===== config.mk =====
export PLATFORM = sky130hd
export DESIGN_NAME = hsio_thaw_seq
export DESIGN_NICKNAME = d
export VERILOG_FILES = /design/src/rtl/hsio_pkg.sv /design/src/rtl/hsio_tick_sync.sv /design/src/rtl/hsio_wait_ctr.sv /design/src/rtl/hsio_seq_fsm.sv /design/src/rtl/hsio_thaw_seq.sv
export SDC_FILE = /design/constraint.sdc
export NUM_CORES = 1
export LEC_CHECK = 0
export ABC_AREA = 1
export BUFFER_PORTS_ARGS = -buffer_cell sky130_fd_sc_hd__buf_2
export CORE_UTILIZATION = 45
export CTS_BUF_LIST = sky130_fd_sc_hd__clkbuf_16
export DETAILED_ROUTE_END_ITERATION = 12
export GPL_ROUTABILITY_DRIVEN = 0
export PLACE_DENSITY_LB_ADDON = 0.12
export SLEW_MARGIN = 25
export SYNTH_ARGS = -nofsm -noshare
export SYNTH_HDL_FRONTEND = slang
export SYNTH_SLANG_ARGS = --single-unit
export TNS_END_PERCENT = 50

===== constraint.sdc =====
create_clock -name clk -period 3.16 [get_ports clk]
set_input_delay 0.474 -clock clk [delete_from_list [all_inputs] [get_ports clk]]
set_output_delay 0.474 -clock clk [all_outputs]
set_load 0.005 [all_outputs]

===== src/rtl/hsio_pkg.sv =====
package hsio_pkg;

  typedef struct packed {
    logic slew_n;
    logic wkpu_n;
    logic tri_n;
    logic bhold_n;
    logic cfg_done;
    logic drv_frz_n;
    logic reg_frz;
    logic oct_rst;
    logic dll_reinit;
    logic cal_en;
  } ctrl_t;

  localparam ctrl_t CTRL_FROZEN = '{
    slew_n: 1'b0, wkpu_n: 1'b0, tri_n: 1'b0, bhold_n: 1'b0,
    cfg_done: 1'b0, drv_frz_n: 1'b0, reg_frz: 1'b1, oct_rst: 1'b1,
    dll_reinit: 1'b1, cal_en: 1'b0
  };

  typedef enum logic [4:0] {
    ST_FROZEN,
    ST_THAWED,
    ST_F_IO,
    ST_F_W1,
    ST_F_HOLD,
    ST_F_W2,
    ST_F_DLL,
    ST_T_DLL,
    ST_T_W1,
    ST_T_CAL,
    ST_T_W2,
    ST_T_HOLD,
    ST_T_W3,
    ST_T_IO,
    ST_T_W4,
    ST_T_REG,
    ST_T_W5,
    ST_T_SLEW
  } seq_st_e;

endpackage


===== src/rtl/hsio_tick_sync.sv =====
module hsio_tick_sync #(
  parameter int SYNC_STAGES = 2
) (
  input  logic clk,
  input  logic rst_n,
  input  logic osc_in,
  output logic tick
);

  logic [SYNC_STAGES-1:0] sync_q;
  logic                   last_q;

  always_ff @(posedge clk or negedge rst_n) begin
    if (!rst_n) begin
      sync_q <= '0;
      last_q <= 1'b0;
    end else begin
      sync_q <= {sync_q[SYNC_STAGES-2:0], osc_in};
      last_q <= sync_q[SYNC_STAGES-1];
    end
  end

  assign tick = sync_q[SYNC_STAGES-1] & ~last_q;

  AST_TICK_SINGLE: assert property (@(posedge clk) disable iff (!rst_n)
    tick |=> !tick);

endmodule


===== src/rtl/hsio_wait_ctr.sv =====
module hsio_wait_ctr #(
  parameter int CW = 10
) (
  input  logic          clk,
  input  logic          rst_n,
  input  logic          load,
  input  logic [CW-1:0] len,
  input  logic          use_tick,
  input  logic          tick,
  output logic          done
);

  logic [CW-1:0] cnt_q, cnt_d;
  logic          mode_q, mode_d;
  logic          step;

  assign step = mode_q ? tick : 1'b1;

  always_comb begin
    cnt_d  = cnt_q;
    mode_d = mode_q;
    if (load) begin
      cnt_d  = len;
      mode_d = use_tick;
    end else if (step && (cnt_q != '0)) begin
      cnt_d = cnt_q - 1'b1;
    end
  end

  always_ff @(posedge clk or negedge rst_n) begin
    if (!rst_n) begin
      cnt_q  <= '0;
      mode_q <= 1'b0;
    end else begin
      cnt_q  <= cnt_d;
      mode_q <= mode_d;
    end
  end

  assign done = (cnt_q == '0);

  AST_CNT_NO_WRAP: assert property (@(posedge clk) disable iff (!rst_n)
    (!load && cnt_q == '0) |=> cnt_q == '0);
  AST_TICK_GATES: assert property (@(posedge clk) disable iff (!rst_n)
    (!load && mode_q && !tick) |=> $stable(cnt_q));

endmodule


===== src/rtl/hsio_seq_fsm.sv =====
module hsio_seq_fsm
  import hsio_pkg::*;
#(
  parameter int CW          = 10,
  parameter int GAP_FRZ     = 3,
  parameter int GAP_THAW    = 5,
  parameter int LONG_TICKS  = 1000,
  parameter int SHORT_TICKS = 33
) (
  input  logic          clk,
  input  logic          rst_n,
  input  logic          freeze_req,
  input  logic          thaw_req,
  input  logic          wt_done,
  output logic          wt_load,
  output logic [CW-1:0] wt_len,
  output logic          wt_tick,
  output ctrl_t         ctrl,
  output logic          frozen,
  output logic          busy
);

  seq_st_e st_q, st_d;
  ctrl_t   ctrl_q, ctrl_d;
  logic    frz_q, frz_d;

  always_comb begin
    st_d    = st_q;
    ctrl_d  = ctrl_q;
    frz_d   = frz_q;
    wt_load = 1'b0;
    wt_len  = '0;
    wt_tick = 1'b0;
    unique case (st_q)
      ST_FROZEN: if (thaw_req)   st_d = ST_T_DLL;
      ST_THAWED: if (freeze_req) st_d = ST_F_IO;
      ST_F_IO: begin
        ctrl_d.slew_n = 1'b0;
        ctrl_d.wkpu_n = 1'b0;
        ctrl_d.tri_n  = 1'b0;
        wt_load = 1'b1;
        wt_len  = CW'(GAP_FRZ);
        st_d    = ST_F_W1;
      end
      ST_F_W1: if (wt_done) st_d = ST_F_HOLD;
      ST_F_HOLD: begin
        ctrl_d.bhold_n   = 1'b0;
        ctrl_d.cfg_done  = 1'b0;
        ctrl_d.drv_frz_n = 1'b0;
        ctrl_d.reg_frz   = 1'b1;
        ctrl_d.oct_rst   = 1'b1;
        wt_load = 1'b1;
        wt_len  = CW'(GAP_FRZ);
        st_d    = ST_F_W2;
      end
      ST_F_W2: if (wt_done) st_d = ST_F_DLL;
      ST_F_DLL: begin
        ctrl_d.dll_reinit = 1'b1;
        ctrl_d.cal_en     = 1'b0;
        frz_d = 1'b1;
        st_d  = ST_FROZEN;
      end
      ST_T_DLL: begin
        ctrl_d.dll_reinit = 1'b0;
        wt_load = 1'b1;
        wt_len  = CW'(GAP_THAW);
        st_d    = ST_T_W1;
      end
      ST_T_W1: if (wt_done) st_d = ST_T_CAL;
      ST_T_CAL: begin
        ctrl_d.cal_en = 1'b1;
        wt_load = 1'b1;
        wt_len  = CW'(LONG_TICKS);
        wt_tick = 1'b1;
        st_d    = ST_T_W2;
      end
      ST_T_W2: if (wt_done) st_d = ST_T_HOLD;
      ST_T_HOLD: begin
        ctrl_d.bhold_n   = 1'b1;
        ctrl_d.cfg_done  = 1'b1;
        ctrl_d.drv_frz_n = 1'b1;
        ctrl_d.oct_rst   = 1'b0;
        wt_load = 1'b1;
        wt_len  = CW'(SHORT_TICKS);
        wt_tick = 1'b1;
        st_d    = ST_T_W3;
      end
      ST_T_W3: if (wt_done) st_d = ST_T_IO;
      ST_T_IO: begin
        ctrl_d.wkpu_n = 1'b1;
        ctrl_d.tri_n  = 1'b1;
        wt_load = 1'b1;
        wt_len  = CW'(GAP_THAW);
        st_d    = ST_T_W4;
      end
      ST_T_W4: if (wt_done) st_d = ST_T_REG;
      ST_T_REG: begin
        ctrl_d.reg_frz = 1'b0;
        wt_load = 1'b1;
        wt_len  = CW'(GAP_THAW);
        st_d    = ST_T_W5;
      end
      ST_T_W5: if (wt_done) st_d = ST_T_SLEW;
      ST_T_SLEW: begin
        ctrl_d.slew_n = 1'b1;
        frz_d = 1'b0;
        st_d  = ST_THAWED;
      end
      default: st_d = ST_FROZEN;
    endcase
  end

  always_ff @(posedge clk or negedge rst_n) begin
    if (!rst_n) begin
      st_q   <= ST_FROZEN;
      ctrl_q <= CTRL_FROZEN;
      frz_q  <= 1'b1;
    end else begin
      st_q   <= st_d;
      ctrl_q <= ctrl_d;
      frz_q  <= frz_d;
    end
  end

  assign ctrl   = ctrl_q;
  assign frozen = frz_q;
  assign busy   = (st_q != ST_FROZEN) && (st_q != ST_THAWED);

  AST_IDLE_FROZEN_CTRL: assert property (@(posedge clk) disable iff (!rst_n)
    (!busy && frozen) |-> ctrl_q == CTRL_FROZEN);
  AST_HOLD_AFTER_IO: assert property (@(posedge clk) disable iff (!rst_n)
    $fell(ctrl_q.bhold_n) |-> (!ctrl_q.slew_n && !ctrl_q.wkpu_n && !ctrl_q.tri_n));
  AST_CAL_AFTER_DLL: assert property (@(posedge clk) disable iff (!rst_n)
    $rose(ctrl_q.cal_en) |-> !ctrl_q.dll_reinit);
  AST_OCT_AFTER_CAL: assert property (@(posedge clk) disable iff (!rst_n)
    $fell(ctrl_q.oct_rst) |-> ctrl_q.cal_en);
  AST_TRI_AFTER_CFG: assert property (@(posedge clk) disable iff (!rst_n)
    $rose(ctrl_q.tri_n) |-> (ctrl_q.cfg_done && !ctrl_q.oct_rst));
  AST_SLEW_LAST: assert property (@(posedge clk) disable iff (!rst_n)
    $rose(ctrl_q.slew_n) |-> (!ctrl_q.reg_frz && ctrl_q.tri_n));
  AST_FLAG_AT_END: assert property (@(posedge clk) disable iff (!rst_n)
    $changed(frz_q) |-> $fell(busy));
  AST_IGNORE_FROZEN: assert property (@(posedge clk) disable iff (!rst_n)
    (st_q == ST_FROZEN && !thaw_req) |=> st_q == ST_FROZEN);

endmodule


===== src/rtl/hsio_thaw_seq.sv =====
module hsio_thaw_seq
  import hsio_pkg::*;
#(
  parameter int CLK_MHZ     = 125,
  parameter int LONG_TICKS  = 1000,
  parameter int SHORT_TICKS = 33,
  parameter int SYNC_STAGES = 2
) (
  input  logic clk,
  input  logic rst_n,
  input  logic freeze_req,
  input  logic thaw_req,
  input  logic osc_in,
  output logic slew_n,
  output logic wkpu_n,
  output logic tri_n,
  output logic bhold_n,
  output logic cfg_done,
  output logic drv_frz_n,
  output logic reg_frz,
  output logic oct_rst,
  output logic dll_reinit,
  output logic cal_en,
  output logic frozen,
  output logic busy
);

  localparam int GAP_FRZ  = (20 * CLK_MHZ + 999) / 1000;
  localparam int GAP_THAW = (40 * CLK_MHZ + 999) / 1000;
  localparam int MAX_A    = (LONG_TICKS > SHORT_TICKS) ? LONG_TICKS : SHORT_TICKS;
  localparam int MAX_B    = (GAP_THAW > GAP_FRZ) ? GAP_THAW : GAP_FRZ;
  localparam int MAX_LEN  = (MAX_A > MAX_B) ? MAX_A : MAX_B;
  localparam int CW       = $clog2(MAX_LEN + 1);

  logic          tick;
  logic          wt_load, wt_tick, wt_done;
  logic [CW-1:0] wt_len;
  ctrl_t         ctrl;

  hsio_tick_sync #(.SYNC_STAGES(SYNC_STAGES)) u_sync (
    .clk(clk), .rst_n(rst_n), .osc_in(osc_in), .tick(tick)
  );

  hsio_wait_ctr #(.CW(CW)) u_wait (
    .clk(clk), .rst_n(rst_n), .load(wt_load), .len(wt_len),
    .use_tick(wt_tick), .tick(tick), .done(wt_done)
  );

  hsio_seq_fsm #(
    .CW(CW), .GAP_FRZ(GAP_FRZ), .GAP_THAW(GAP_THAW),
    .LONG_TICKS(LONG_TICKS), .SHORT_TICKS(SHORT_TICKS)
  ) u_fsm (
    .clk(clk), .rst_n(rst_n), .freeze_req(freeze_req), .thaw_req(thaw_req),
    .wt_done(wt_done), .wt_load(wt_load), .wt_len(wt_len), .wt_tick(wt_tick),
    .ctrl(ctrl), .frozen(frozen), .busy(busy)
  );

  assign slew_n     = ctrl.slew_n;
  assign wkpu_n     = ctrl.wkpu_n;
  assign tri_n      = ctrl.tri_n;
  assign bhold_n    = ctrl.bhold_n;
  assign cfg_done   = ctrl.cfg_done;
  assign drv_frz_n  = ctrl.drv_frz_n;
  assign reg_frz    = ctrl.reg_frz;
  assign oct_rst    = ctrl.oct_rst;
  assign dll_reinit = ctrl.dll_reinit;
  assign cal_en     = ctrl.cal_en;

endmodule


**Yosys cells after proc, flatten, opt, wreduce, memory -nomap -nowiden**

Index checks and enable logic that the tools add are counted.
Widths: inputs -> output; s select.

- Flip-flop bits (word level): 30
- Output and inout port bits: 12
- Input bits: 5
- Latch bits: 0
- Memories kept: 0
- Word-level logic and storage cells: 89
- Bits in read-only memories: 0
- Bits in writable memories: 0

- Reduce and logical (&&, ||, !) cells: 19
- Multiply operators: 0
- Shifts and indexed selects: 0
- Bitwise operators: 2
- Multiplexer cells: 24
- Eq/ne operators: 27
- Add/sub/neg operators: 1
- Divide/modulo/power cells: 0
- Magnitude comparators: 0

Operator list:

| cell | count |
|---|---|
| $pmux 5 s17 | 1 |
| $mux 5 | 9 |
| $eq 5x4->1 const B | 8 |
| $pmux 10 s4 | 1 |
| $eq 5x3->1 const B | 4 |
| $mux 10 | 2 |
| $reduce_bool 2->1 | 8 |
| $ne 2x1->1 const B | 7 |
| $pmux 1 s2 | 6 |
| $eq 5x2->1 const B | 2 |
| $eq 5x5->1 const B | 2 |
| $logic_not 10->1 | 1 |
| $reduce_bool 10->1 | 1 |
| $sub 10x1->10 const B | 1 |
| $reduce_and 9->1 | 1 |
| $reduce_or 7->1 | 1 |
| $pmux 3 s2 | 1 |
| $eq 5x1->1 const B | 1 |
| $logic_not 5->1 | 1 |
| $ne 5x1->1 const B | 1 |
| $reduce_bool 5->1 | 1 |
| $ne 2x2->1 const B | 2 |
| $pmux 2 s2 | 1 |
| $reduce_or 2->1 | 2 |
| 5 further kinds | 8 |

**Depth between registers and ports, before layout**

- Depth in word-level cells: 6
- Gate-level depth with buffers: 12
- Gate-level depth less buffers: 12

**Cells and area by module**

A second synthesis with hierarchy kept.

- Cell total of the unflattened synthesis: 261
- Area, all modules: 1,762.9 um2

By module, submodules not included:

| module | cells each | times used | area an instance (um2) |
|---|---|---|---|
| hsio_seq_fsm | 131 | 1 | 855.8 |
| hsio_wait_ctr | 125 | 1 | 822.0 |
| hsio_tick_sync | 5 | 1 | 85.1 |

**Worst setup path before layout**

Ideal clock, no wire load.

- Path kind: flip-flop to flip-flop
- Start: register u_wait.cnt_q[0]
- End: register u_wait.cnt_q[1]
- Setup time: 0.117 ns
- Cell stages (with the launch flop): 10
- Setup slack: 1.676 ns
- Data arrival time: 1.367 ns
- Required time: 3.043 ns
- Buffers on the path: 0
- Cell sequence: dfrtp_1 inv_1 ha_1 nand2_1 nor2_2 nand4_2 nand2_4 nand2_2 nand2_1 nand2_1

- Cells in the longest elaborated chain, start to end: 3
- Elaborated cells on any way between the ends: 6

Ends and longest elaborated chain:

| what | RTL line | source |
|---|---|---|
| start, declared | hsio_wait_ctr.sv:13 | `logic [CW-1:0] cnt_q, cnt_d;` |
| start signal, assigned | hsio_wait_ctr.sv:35 | `cnt_q <= cnt_d;` |
| $sub 10x1->10 or $reduce_bool 10->1 (tied branches) | hsio_wait_ctr.sv:26, hsio_wait_ctr.sv:25 |  |
| $mux 10 or $logic_and 1x1->1 (tied branches) | hsio_wait_ctr.sv:25 | `end else if (step && (cnt_q != '0)) begin` |
| $mux 10 or $reduce_bool 2->1 (tied branches) | - |  |

Several ways; a longest one is shown, not always the timed one. The select of a mux whose other input is x is not followed.
A chain may end at the register's enable or synchronous reset.

**Worst setup path in the final report**

- Start: register u_fsm.st_q[2]
- End: output busy

- Cells in the longest elaborated chain, start to end: 2
- Elaborated cells on any way between the ends: 3

Ends and longest elaborated chain:

| what | RTL line | source |
|---|---|---|
| start, declared | hsio_seq_fsm.sv:23 | `seq_st_e st_q, st_d;` |
| start signal, assigned | hsio_seq_fsm.sv:119 | `st_q <= st_d;` |
| $ne 5x1->1 or $reduce_bool 5->1 (tied branches) | hsio_seq_fsm.sv:127 | `assign busy = (st_q != ST_FROZEN) && (st_q != ST_THAWED);` |
| $logic_and 1x1->1 (*) | hsio_seq_fsm.sv:127 |  |
| end, declared | hsio_thaw_seq.sv:25 | `output logic busy` |

Mark *: on every way between the ends. The rest lies on a longest branch, timed or not.

==> impl_results.html <==
<table>
<tr><th>Metric</th><th>Value</th></tr>
<tr><th colspan="2">Worst setup path</th></tr>
<tr><td>Worst EP required</td><td>roughly 2.7 ns</td></tr>
<tr><td>Highest fanout seen on the critical path</td><td>9</td></tr>
<tr><td>Class of the most critical setup path</td><td>reg -&gt; out</td></tr>
<tr><td>Cell-by-cell listing of the critical path</td><td>nor2_4 -&gt; nand3_1 -&gt; buf_2</td></tr>
<tr><td>Critical path buffer and inverter count</td><td>1</td></tr>
<tr><td>Type of origin of the critical path</td><td>flip-flop</td></tr>
<tr><td>Slowest cell on crit path</td><td>sky130_fd_sc_hd__dfrtp_1</td></tr>
<tr><td>Signal arrival time at the worst endpoint</td><td>1.32 ns</td></tr>
<tr><td>Critical path endpoint category</td><td>primary output</td></tr>
<tr><td>Delay of the slowest cell on the worst path</td><td>0.56 ns</td></tr>
<tr><td>Cell family contributing the most delay on the critical path</td><td>flip-flops</td></tr>
<tr><th colspan="2">Clock network</th></tr>
<tr><td>Clock buffers created by TritonCTS</td><td>3</td></tr>
<tr><td>Clock Tree Buf Depth</td><td>2</td></tr>
<tr><td>Clock root cell</td><td>sky130_fd_sc_hd__clkbuf_16</td></tr>
<tr><td>Clock slew seen by the registers of the worst setup and hold paths</td><td>0.07 ns</td></tr>
<tr><td>Clock latency of the later-clocked register in the worst-skew pair</td><td>~0.26 ns</td></tr>
<tr><td>Post-CTS Repair Setup Buffers</td><td>0</td></tr>
<tr><td>CTS tree</td><td>done</td></tr>
<tr><td>Quantity of gates resized following cts</td><td>0</td></tr>
<tr><td>Clock Sink Count</td><td>27</td></tr>
<tr><td>Number of H-tree branching levels</td><td>1</td></tr>
<tr><td>CTS Hold Buffers Added</td><td>0</td></tr>
<tr><th colspan="2">Layout</th></tr>
<tr><td>Final core utilization</td><td>0.504</td></tr>
<tr><td>Area taken by multi-input logic gates</td><td>around 1000 µm²</td></tr>
<tr><td>Antenna diode count</td><td>0</td></tr>
<tr><td>Count of filler cells inserted in the layout</td><td>390</td></tr>
<tr><td>FF+latch area</td><td>681 µm²</td></tr>
<tr><td>Layout area overhead</td><td>7.83%</td></tr>
<tr><td>Nets@finish</td><td>261</td></tr>
<tr><td>Fraction of layout instances using a drive strength above 1</td><td>0.264</td></tr>
<tr><th colspan="2">Floorplan</th></tr>
<tr><td>Height of the die</td><td>66.5 µm</td></tr>
<tr><td>Chip width</td><td>66.5 µm</td></tr>
<tr><td>Standard-cell rows</td><td>23</td></tr>
<tr><td>Initial cell density of the core</td><td>0.468</td></tr>
<tr><td>Die area</td><td>~4400 µm²</td></tr>
<tr><td>Core Box Area</td><td>4000 µm²</td></tr>
<tr><td>Boundary pin count</td><td>17</td></tr>
<tr><th colspan="2">Synth</th></tr>
<tr><td>Proportion of synthesized flip-flops having asynchronous set or reset</td><td>1.00</td></tr>
<tr><td>Primary flip-flop cell chosen by synthesis mapping</td><td>sky130_fd_sc_hd__dfrtp_1</td></tr>
<tr><td>Post-Syn Instances</td><td>243</td></tr>
<tr><td>Cell taking the most area after synthesis</td><td>sky130_fd_sc_hd__dfrtp_1</td></tr>
<tr><td>Count of yosys warnings during synthesis</td><td>0</td></tr>
<tr><td>Yosys top cell area share</td><td>0.308</td></tr>
<tr><td>Synth area leaders</td><td>sky130_fd_sc_hd__dfrtp_1 31%, sky130_fd_sc_hd__nand2_1 16%, sky130_fd_sc_hd__nand3_2 6.4%</td></tr>
<tr><td>Top post-synthesis cells by count</td><td>82 x sky130_fd_sc_hd__nand2_1, 23 x sky130_fd_sc_hd__dfrtp_1, 22 x sky130_fd_sc_hd__nor2_1</td></tr>
<tr><td>Register area share after synthesis</td><td>0.364</td></tr>
<tr><td>Number of enable-type register cells in the synthesized netlist</td><td>0</td></tr>
<tr><td>Synthesized area per cell</td><td>around 7.7 µm²</td></tr>
<tr><td>Synth unique cells</td><td>32</td></tr>
<tr><td>Netlist area before placement</td><td>1870 µm²</td></tr>
<tr><td>Most frequent cell after synthesis</td><td>sky130_fd_sc_hd__nand2_1</td></tr>
<tr><td>Seq cells post-synth</td><td>27</td></tr>
<tr><td>Syn_nets</td><td>249</td></tr>
<tr><th colspan="2">Route</th></tr>
<tr><td>Drt wl/cell</td><td>roughly 12 µm</td></tr>
<tr><td>Count of vias placed by the detailed router</td><td>between 1500 and 2000</td></tr>
<tr><td>Number of DRC violations after detailed routing</td><td>0</td></tr>
<tr><td>Via density</td><td>~5</td></tr>
<tr><td>DRT antenna net count</td><td>0</td></tr>
<tr><td>Total wirelength of the detailed-routed design</td><td>3750 µm</td></tr>
<tr><td>Length of the first detailed-routing pass in iterations</td><td>4</td></tr>
<tr><td>Iter 0 DRT Violations</td><td>88</td></tr>
<tr><th colspan="2">Global routing</th></tr>
<tr><td>Number of global-route vias before repair</td><td>1299</td></tr>
<tr><td>Overall fraction of global-route tracks in use</td><td>0.192</td></tr>
<tr><td>GRT Residual Overflow</td><td>0</td></tr>
<tr><td>Number of antenna violations at the first check in global routing</td><td>0</td></tr>
<tr><td>Wire length of the first global-routing pass</td><td>6350 µm</td></tr>
<tr><td>Largest net degree at the start of global routing</td><td>28</td></tr>
<tr><th colspan="2">Placed design</th></tr>
<tr><td># port buffers</td><td>16</td></tr>
<tr><td>Placed wire-length estimate</td><td>2840 µm</td></tr>
<tr><th colspan="2">Outcome</th></tr>
<tr><td>Result of the run</td><td>complete, no violations</td></tr>
<tr><th colspan="2">Timing</th></tr>
<tr><td>Tightest Pin Transition</td><td>between 0.6 and 0.7 ns</td></tr>
<tr><td>Portion of the clock cycle consumed by the worst path in the final layout</td><td>0.568</td></tr>
<tr><td>Final Slew Violations</td><td>0</td></tr>
<tr><td>Worst slew margin relative to its limit</td><td>0.590</td></tr>
<tr><td>Maximum frequency from static timing analysis</td><td>0.557 GHz</td></tr>
<tr><td>Unrepaired setup endpoints after global routing</td><td>false</td></tr>
<tr><td>Setup Total Neg Slack</td><td>0 ns</td></tr>
<tr><td>Setup Skew</td><td>0.00275 ns</td></tr>
<tr><td>Final Hold Viols</td><td>0</td></tr>
<tr><td>Final setup fails</td><td>0</td></tr>
<tr><td>Minimum clock period</td><td>1.79 ns</td></tr>
<tr><th colspan="2">Job</th></tr>
<tr><td>MaxCap Viol Count</td><td>0</td></tr>
<tr><th colspan="2">Pwr</th></tr>
<tr><td>Power Density</td><td>about 1100 nW/µm²</td></tr>
<tr><td>Worst-case vdd ir drop</td><td>474 µV</td></tr>
<tr><td>Static power due to leakage</td><td>1.08 nW</td></tr>
<tr><th colspan="2">Hold path</th></tr>
<tr><td>Worst hold path type</td><td>in -&gt; async</td></tr>
</table>
==> layout by cell type (no fill, tap or decap), drive strengths merged <==
| master | n |
|---|---|
| o22ai | 2 |
| and2 | 1 |
| dfrtp | 23 |
| inv | 29 |
| xor2 | 1 |
| a21oi | 1 |
| o21ai | 4 |
| a31oi | 1 |
| nand2 | 88 |
| nand3b | 1 |
| o211ai | 3 |
| ha | 1 |
| nand3 | 37 |
| buf | 16 |
| nor3 | 1 |
| dfstp | 4 |
| xnor2 | 1 |
| clkbuf | 3 |
| clkinv | 1 |
| clkinvlp | 1 |
| nor2 | 31 |
| nand4 | 4 |
==> final timing paths <==
| kind | startpoint | end | slack (ns) | cells past startpoint |
|---|---|---|---|---|
| worst max-delay path | u_fsm.st_q[2] | busy | 1.37 | 3 |
| worst min-delay path | rst_n | u_fsm.ctrl[7] | 0.22 | 1 |
| worst max register to register | u_fsm.st_q[2] | u_wait.cnt_q[3] | 1.40 | 8 |
| worst min register to register | u_sync.sync_q[0] | u_sync.sync_q[1] | 0.35 | 0 |
| max in group asynchronous | rst_n | u_wait.cnt_q[3] | 2.54 | 1 |
| min in group clk | osc_in | u_sync.sync_q[0] | 0.31 | 1 |
==> final cells by class <==
cell class	count	share of cell area
inverters	30	0.0558
multi-input cells	177	0.495
repair buffers	16	0.0397
well taps	50	0.0310
clock buffers	3	0.0372
flip-flops and latches	27	0.337
clock inverters	1	0.00372
==> registers in the layout, summed over array words and instances, names as in the netlist <==
| name | flops |
|---|---|
| u_wait.cnt_q | 10 |
| u_fsm.ctrl | 7 |
| u_sync.last_q | 1 |
| u_wait.mode_q | 1 |
| u_fsm.frozen | 1 |
| u_fsm.st_q | 5 |
| u_sync.sync_q | 2 |
==> routing by layer <==
layer | routed length (µm) | GRT usage | share of wire
met5 | 0 | 0 | 0
met4 | 42 | 0.0479 | 0.011
met3 | 144 | 0.0308 | 0.038
met2 | 1670 | 0.291 | 0.44
met1 | 1900 | 0.281 | 0.51
==> power breakdown <==
part           internal [mW]  leakage (nW)  switching, mW  total, mW
clock                  0.172        0.0371          0.122      0.294
sequential             0.496         0.334          0.156      0.652
combinational          0.449         0.708          0.815       1.26
total                   1.12          1.08           1.09       2.21
==> logic make-up after synthesis <==
logic type	synth area share
AND/OR/NAND/NOR	0.479
buffers and inverters	0.102
flip-flops	0.364
AO/OA/AOI/OAI	0.0388
XOR/XNOR	0.00937
adder cells (fa/ha/maj)	0.00669
==> stage by stage <==
stage          area (µm²)  power (mW)  instances  hold WS, ns  setup WS [ns]
5_1_grt              2020        2.44        304        0.267           1.23
2_1_floorplan        1870        1.71        243        0.178           1.68
3_5_place_dp         1930        1.93        300        0.341           1.39
3_3_place_gp         1930        1.93        300        0.348           1.39
4_1_cts              2020        2.23        304        0.240           1.35
6_report             2020        2.21        304        0.217           1.37
==> worst register-to-register path: cells and delay by family (launching register included) <==
family | cells | cell delay (ns)
and+or+nand+nor | 7 | 1.04
DFF | 1 | 0.56
buffers and inverters | 1 | 0.06
No activity file was read; power rests on OpenSTA's default activity.
